$ cat src/rtl/uart_line_status_pkg.sv
package uart_line_status_pkg;

    localparam int FIFO_DEPTH = 16;
    localparam int CNT_W      = $clog2(FIFO_DEPTH + 1);
    localparam int ERR_W      = 4;

    typedef struct packed {
        logic             err_in_fifo;
        logic             tx_all_empty;
        logic             tx_fifo_empty;
        logic [ERR_W-1:0] rx_err;
        logic             data_ready;
    } lsr_t;

    typedef enum logic [3:0] {
        ISR_NONE = 4'b0001,
        ISR_TX   = 4'b0010,
        ISR_RX   = 4'b0100
    } isr_e;

    function automatic logic [CNT_W-1:0] trig_level(input logic fen, input logic [1:0] sel);
        if (!fen) return CNT_W'(1);
        case (sel)
            2'd0:    return CNT_W'(1);
            2'd1:    return CNT_W'(4);
            2'd2:    return CNT_W'(8);
            default: return CNT_W'(14);
        endcase
    endfunction

endpackage

$ cat src/rtl/uls_err_tracker.sv
module uls_err_tracker
    import uart_line_status_pkg::*;
#(
    parameter int DEPTH = FIFO_DEPTH,
    parameter int CW    = CNT_W
) (
    input  logic             clk,
    input  logic             rst,
    input  logic             push,
    input  logic [ERR_W-1:0] push_err,
    input  logic             pop,
    input  logic [ERR_W-1:0] head_err,
    input  logic             flush,
    output logic             any_next
);

    logic [CW-1:0] cnt_q, cnt_d;
    logic          inc, dec;

    assign inc = push && (push_err != '0);
    assign dec = pop  && (head_err != '0);

    always_comb begin
        cnt_d = cnt_q;
        if (flush)
            cnt_d = '0;
        else if (inc && !dec && cnt_q != CW'(DEPTH))
            cnt_d = cnt_q + CW'(1);
        else if (dec && !inc && cnt_q != '0)
            cnt_d = cnt_q - CW'(1);
    end

    always_ff @(posedge clk) begin
        if (rst) cnt_q <= '0;
        else     cnt_q <= cnt_d;
    end

    assign any_next = (cnt_d != '0);

    assert_err_cnt_bound_R4: assert property (@(posedge clk) disable iff (rst)
        cnt_q <= CW'(DEPTH));

    assert_flush_zero_R4: assert property (@(posedge clk) disable iff (rst)
        flush |=> (cnt_q == '0));

endmodule

$ cat src/rtl/uls_int_ctrl.sv
module uls_int_ctrl
    import uart_line_status_pkg::*;
#(
    parameter int CW = CNT_W
) (
    input  logic          fifo_en,
    input  logic [1:0]    trig_sel,
    input  logic [3:0]    ier,
    input  logic [CW-1:0] rx_count,
    input  logic [CW-1:0] tx_count,
    output logic          rx_pend,
    output logic          tx_pend,
    output isr_e          code
);

    logic [CW-1:0] level;

    assign level   = trig_level(fifo_en, trig_sel);
    assign rx_pend = ier[0] && (rx_count >= level);
    assign tx_pend = ier[1] && (tx_count == '0);

    always_comb begin
        if (rx_pend)      code = ISR_RX;
        else if (tx_pend) code = ISR_TX;
        else              code = ISR_NONE;
    end

    always_comb begin
        assert_code_onehot_R8: assert ($onehot(code));
    end

endmodule

$ cat src/rtl/uart_line_status.sv
module uart_line_status
    import uart_line_status_pkg::*;
#(
    parameter int DEPTH = FIFO_DEPTH,
    localparam int CW   = $clog2(DEPTH + 1)
) (
    input  logic             clk,
    input  logic             rst,
    input  logic             fifo_en,
    input  logic [1:0]       trig_sel,
    input  logic [3:0]       ier,
    input  logic [CW-1:0]    rx_count,
    input  logic [CW-1:0]    tx_count,
    input  logic             tx_shift_busy,
    input  logic             rx_push,
    input  logic [ERR_W-1:0] rx_push_err,
    input  logic             rx_pop,
    input  logic [ERR_W-1:0] rx_head_err,
    input  logic             rx_flush,
    input  logic             rd_sel,
    output logic [7:0]       lsr,
    output logic             irq_rx,
    output logic             irq_tx,
    output logic [3:0]       isr,
    output logic [7:0]       rd_data
);

    logic err_any_d;
    logic rx_pend, tx_pend;
    isr_e code_d;
    lsr_t lsr_d, lsr_q;
    isr_e isr_q;

    uls_err_tracker #(.DEPTH(DEPTH), .CW(CW)) u_err (
        .clk      (clk),
        .rst      (rst),
        .push     (rx_push),
        .push_err (rx_push_err),
        .pop      (rx_pop),
        .head_err (rx_head_err),
        .flush    (rx_flush),
        .any_next (err_any_d)
    );

    uls_int_ctrl #(.CW(CW)) u_int (
        .fifo_en  (fifo_en),
        .trig_sel (trig_sel),
        .ier      (ier),
        .rx_count (rx_count),
        .tx_count (tx_count),
        .rx_pend  (rx_pend),
        .tx_pend  (tx_pend),
        .code     (code_d)
    );

    always_comb begin
        lsr_d.data_ready    = (rx_count != '0);
        lsr_d.rx_err        = lsr_d.data_ready ? rx_head_err : '0;
        lsr_d.tx_fifo_empty = (tx_count == '0);
        lsr_d.tx_all_empty  = (tx_count == '0) && !tx_shift_busy;
        lsr_d.err_in_fifo   = err_any_d;
    end

    always_ff @(posedge clk) begin
        if (rst) begin
            lsr_q   <= '0;
            isr_q   <= ISR_NONE;
            irq_rx  <= 1'b0;
            irq_tx  <= 1'b0;
            rd_data <= '0;
        end else begin
            lsr_q   <= lsr_d;
            isr_q   <= code_d;
            irq_rx  <= rx_pend;
            irq_tx  <= tx_pend;
            rd_data <= rd_sel ? {4'b0000, code_d} : lsr_d;
        end
    end

    assign lsr = lsr_q;
    assign isr = isr_q;

    assert_temt_implies_thre_R3: assert property (@(posedge clk) disable iff (rst)
        lsr[6] |-> lsr[5]);

    assert_txirq_needs_empty_R7: assert property (@(posedge clk) disable iff (rst)
        irq_tx |-> lsr[5]);

    assert_rxirq_needs_data_R6: assert property (@(posedge clk) disable iff (rst)
        irq_rx |-> lsr[0]);

    assert_polled_quiet_R9: assert property (@(posedge clk) disable iff (rst)
        ($past(ier) == 4'b0000) |-> (!irq_rx && !irq_tx));

    assert_rx_priority_R8: assert property (@(posedge clk) disable iff (rst)
        irq_rx |-> (isr == 4'b0100));

endmodule

$ cat config.mk
export PLATFORM = sky130hd
export DESIGN_NAME = uart_line_status
export DESIGN_NICKNAME = d
export VERILOG_FILES = /design/src/rtl/uart_line_status_pkg.sv /design/src/rtl/uls_err_tracker.sv /design/src/rtl/uls_int_ctrl.sv /design/src/rtl/uart_line_status.sv
export SDC_FILE = /design/constraint.sdc
export NUM_CORES = 1
export LEC_CHECK = 0
export BUFFER_PORTS_ARGS = -buffer_cell sky130_fd_sc_hd__buf_2
export CORE_MARGIN = 5
export CORE_UTILIZATION = 25
export DETAILED_ROUTE_END_ITERATION = 12
export PLACE_DENSITY = 0.56
export SLEW_MARGIN = 40
export SYNTH_ARGS = -nofsm -noshare
export SYNTH_HDL_FRONTEND = slang
export SYNTH_SLANG_ARGS = --single-unit
$ cat constraint.sdc
create_clock -name clk -period 2.4 [get_ports clk]
set_clock_uncertainty 0.1 [all_clocks]
set_input_delay 0.24 -clock clk [delete_from_list [all_inputs] [get_ports clk]]
set_output_delay 0.24 -clock clk [all_outputs]
set_load 0.02 [all_outputs]
=== Yosys cells after proc, flatten, opt, wreduce, memory -nomap -nowiden ===
Cells that the tools add are included.

* Register bits after elaboration: 27
* Output and inout port bits: 22

* Order comparisons: 1
* Equal/unequal tests: 3
* Reductions and logical operators: 20
* Mux-type cells: 9
* Add/subtract/negate cells: 2

{| class="wikitable"
|+ Operators by type and width
! operator !! count
|-
| 2-to-1 mux 4 bit || 4
|-
| 2-to-1 mux 5 bit || 3
|-
| nonzero test 5 bit || 3
|-
| case mux 4 bit (3 select lines) || 1
|-
| logical AND 1 bit || 9
|-
| nonzero test 4 bit || 2
|-
| adder 5 x 1 -> 5 bit, second input constant || 1
|-
| >= comparator 5 x 4 -> 1 bit || 1
|-
| zero test 5 bit || 1
|-
| inequality test 5 bit, second input constant || 1
|-
| subtractor 5 x 1 -> 5 bit, second input constant || 1
|-
| zero test 1 bit || 3
|-
| equality test 2 x 1 -> 1 bit, second input constant || 1
|-
| equality test 2 bit, second input constant || 1
|-
| zero test 2 bit || 1
|-
| 2-to-1 mux 2 bit || 1
|-
| OR reduction 2 bit || 1
|}

=== Depth between registers and ports, before layout ===
* Word-level depth: 9
* Depth in mapped cells: 8

=== By module ===
From an unflattened synthesis, not the netlist that was laid out.

* Cell total of the unflattened synthesis: 133
* Area total of the unflattened synthesis: 1283.7 sq um

{| class="wikitable"
|+ By module, submodules not included
! module !! sequential area each (sq um) !! area each (sq um) !! times used !! cells each
|-
| uart_line_status || 440.4 || 644.4 || 1 || 58
|-
| uls_err_tracker || 100.1 || 464.2 || 1 || 51
|-
| uls_int_ctrl || 0.0 || 175.2 || 1 || 24
|}

=== Least setup slack after synthesis ===
Ideal clock, no wire load.

* Kind: reg-to-reg
* From: register u_err.cnt_q[1]
* To: register rd_data[7]
* Setup slack: 0.399 ns
* Stages on the path, launching flop included: 8
* Clock period less this slack: 2.001 ns
* Arrival: 1.824 ns
* Cell sequence: dfxtp_1 inv_1 ha_1 or4b_1 a31o_1 nor4b_2 nor4_2 nor3_1

* Longest elaborated chain between the ends: 6
* Elaborated cells on any way between the ends: 10
* Classes of those cells: add/sub (2); eq/ne (1); mux (3); reduce/logical (4)

{| class="wikitable"
|+ RTL lines
! item !! RTL line !! text
|-
| start, declared || uls_err_tracker.sv:17 || <nowiki>logic [CW-1:0] cnt_q, cnt_d;</nowiki>
|-
| start signal, assigned || uls_err_tracker.sv:35 || <nowiki>else cnt_q <= cnt_d;</nowiki>
|-
| parallel branches: the longest is 3 deep, another holds subtractor 5 x 1 -> 5 bit || -- ||
|-
| 2-to-1 mux 5 bit (*) || uls_err_tracker.sv:27 || <nowiki>else if (inc && !dec && cnt_q != CW'(DEPTH))</nowiki>
|-
| 2-to-1 mux 5 bit (*) || uls_err_tracker.sv:25 || <nowiki>if (flush)</nowiki>
|-
| nonzero test 5 bit (*) || uls_err_tracker.sv:38 || <nowiki>assign any_next = (cnt_d != '0);</nowiki>
|-
| end signal, assigned || uart_line_status.sv:76 || <nowiki>rd_data <= rd_sel ? {4'b0000, code_d} : lsr_d;</nowiki>
|-
| end, declared || uart_line_status.sv:25 || <nowiki>output logic [7:0] rd_data</nowiki>
|}

Mark *: on every way between the ends.
A chain may end at the register's enable or synchronous reset.

=== Worst setup path after layout ===
* From: register u_err.cnt_q[0]
* To: register rd_data[7]

Same word-level chain as after synthesis.

==> out/results.tsv <==
metric	value	unit
synth_compound_area_share	23.5	%
drt_iter0_drc	112	
critical_path_class	reg2reg	
drt_wl_total	3150	um
synthAdderAreaFrac	5.68	%
critPathArrivalTime	2.25	ns
fp.coreArea	5110	um2
finalCritPeriodShare	89.8	%
tritoncts	yes	
portBuffers	50	
reg2reg_to	rd_data[7]	
cts_made_buffers	3	
insertedDiodeCount	0	
synth_edf_count	0	
die_area	6840	um2
yosysSeqAreaShare	37.9	%
synthSimpleGateAreaFrac	25.9	%
synth_cells	140	
wl_per_cell	12.0	um
ir_drop	0.243	mV
root_buffer	clkbuf_8	
netlist_area	1320	um2
endpoint	rd_data[7]	
numClockSinks	25	
reg2reg_depth	7	
power_density	519	nW/um2
grt-ovfl-total	0	
max_freq	464	MHz
rsz0062_at_grt	no	
pin_count	54	
worst_path_max_delay_cell	or4b_1	
pre_cts_slack	0.261	ns
synth_top_area_cell	dfxtp_1	
cp_max_fo	5	
ff2ff_setup_slack	0.24	ns
hp-class	in2reg	
post_cts_buffers	0	
dp_cells	258	
postSynthAreaPerCell	9.44	um2
yosysMostFrequentCell	dfxtp_1	
postCtsHoldBufs	0	
slowest_delay	0.50	ns
via_per_inst	4.53	
grt_max_degree	15	
synth_top_family_by_area	simple AND/OR/NAND/NOR gates	
cap_viol_max_count	0	
clkPwrFrac	27.3	%
ys_top_cells_by_area	dfxtp_1, ha_1, and2_1	
startpoint	u_err.cnt_q[0]	
hold_viol	0	
clockBufferDepth	2	
sequentialPowerShare	50.1	%
htreeDepth	1	
swShare	27.9	%
cp-start-kind	register	
ys_ff_latch	25	
internal_power	0.000632	W
synth_common_cells	dfxtp_1, and2_1, nor2_1	
setup_tns	0	ns
dieWidth	82.7	um
dp.final_hpwl	2570	um
fin_ws	0.244	ns
synth_xor_area_share	0.663	%
status	finished clean	
gp_congestion	0.815	
grt_pass1_wl	5000	um
final_core_util	33.1	%
antenna_found_initial	0	
leakage	0.794	nW
cp_cell_sequence	inv_1 > ha_1 > or4b_1 > a31o_1 > nor4b_2 > nor4_2 > nor3_1	
synth_nets	178	
dr_total_vias	1187	
insertion_delay	0.26	ns
drc	0	
start_util	25.9	%
fillCellCount	544	
finalCriticalPeriod	2.16	ns
worstMarginPinSlew	0.530	ns
grtUsageTotal	9.43	%
async_flop_share	0	%
synth_mux_area_share	0	%
crit-reg2reg-launch	u_err.cnt_q[0]	
fp.dieH	82.7	um
syn_to_final_growth	28.0	%
antenna_left	0	
p_comb_share	22.5	%
fin_nets	231	
synth_top_area_share	37.9	%
required	2.49	ns
drv_slew	0	
cts_resized	0	
rows	26	
end_kind	register	
switchingPower	0.000245	W
setup_violations	0	
max-slew-margin-rel	64.5	%
grt_pass1_vias	1093	
synth_cell_types	49	
yosys_warnings	0	
finalNonFillerCells	262	
drive_gt1_share	37.5	%
synth_ff_type	dfxtp_1	
dr.pass1.iters	4	
path_clk_slew	0.08	ns
-- state kept, by name, indices dropped and copies added, names as in the netlist --
signal / count
u_err.cnt_q: 5
rd_data: 8
irq_rx: 1
isr: 2
lsr: 8
irq_tx: 1
-- area by class of cell --
class                           count  area [um2]  share of cell area [%]
Clock buffer                        3        41.3                    2.44
Multi-Input combinational cell    101         739                    43.7
Inverter                            6        22.5                    1.33
Tap cell                           70        87.6                    5.18
Clock inverter                      1        5.00                   0.296
Timing Repair Buffer               56         295                    17.5
Sequential cell                    25         500                    29.6
-- stage by stage --
stage / cell area [um2] / total power, W / hold slack (ns)
2_1_floorplan: 1320 / 0.000577 / 0.212
3_3_place_gp: 1650 / 0.000647 / 0.317
3_5_place_dp: 1650 / 0.000648 / 0.325
4_1_cts: 1690 / 0.000888 / 0.0391
5_1_grt: 1690 / 0.000928 / 0.0541
6_report: 1690 / 0.000878 / 0.0456
-- critical path, delay by kind of cell (launching register included) --
family / cells / cell delay (ns)
DFF: 1 / 0.35
AOI/OAI and AO/OA: 1 / 0.25
buffers and inverters: 1 / 0.10
adders and majority gates: 1 / 0.18
and+or+nand+nor: 4 / 1.09
-- worst min-delay path by stage --
stage                        startpoint  endpoint  cells past startpoint
after global placement    tx_shift_busy    lsr[6]                      2
after detailed placement  tx_shift_busy    lsr[6]                      2
final                     tx_shift_busy    lsr[6]                      2
after floorplan           tx_shift_busy    lsr[6]                      1
after CTS                 tx_shift_busy    lsr[6]                      2
after global routing      tx_shift_busy    lsr[6]                      2
-- cells by family (layout without fill, tap and decap cells) --
group                    count (synthesis)  in the layout
AND/OR/NAND/NOR                         59             59
buffers and inverters                   14             66
adder cells (fa/ha/maj)                  6              6
AO/OA/AOI/OAI                           34             34
flip-flops                              25             25
XOR/XNOR                                 1              1
other                                    1              1
-- metal layers --
metal	vias to the layer above	wire, um	global-route usage, %
li1	613	-	-
met1	538	1540	13.3
met2	34	1340	14.3
met3	2	248	3.04
met4	0	10	1.47
met5	-	0	0
-- placed cells by master, fill, tap and decap left out, types with 4 or more instances in the layout --
master,count
buf_4,6
nor2_1,10
a21oi_1,7
nand3_1,4
dfxtp_1,25
nor3_1,9
ha_1,6
and2_1,10
buf_2,50
nand2_1,9
inv_1,6
-- power by group through the flow --
stage / Sequential (W) / Combinational, W / Clock [W]
5_1_grt: 0.000442 / 0.000219 / 0.000267
2_1_floorplan: 0.000469 / 0.000108 / 0
3_3_place_gp: 0.000450 / 0.000197 / 0
4_1_cts: 0.000440 / 0.000198 / 0.000249
6_report: 0.000440 / 0.000198 / 0.000240
3_5_place_dp: 0.000450 / 0.000198 / 0
Power figures use the tool's default switching activity.
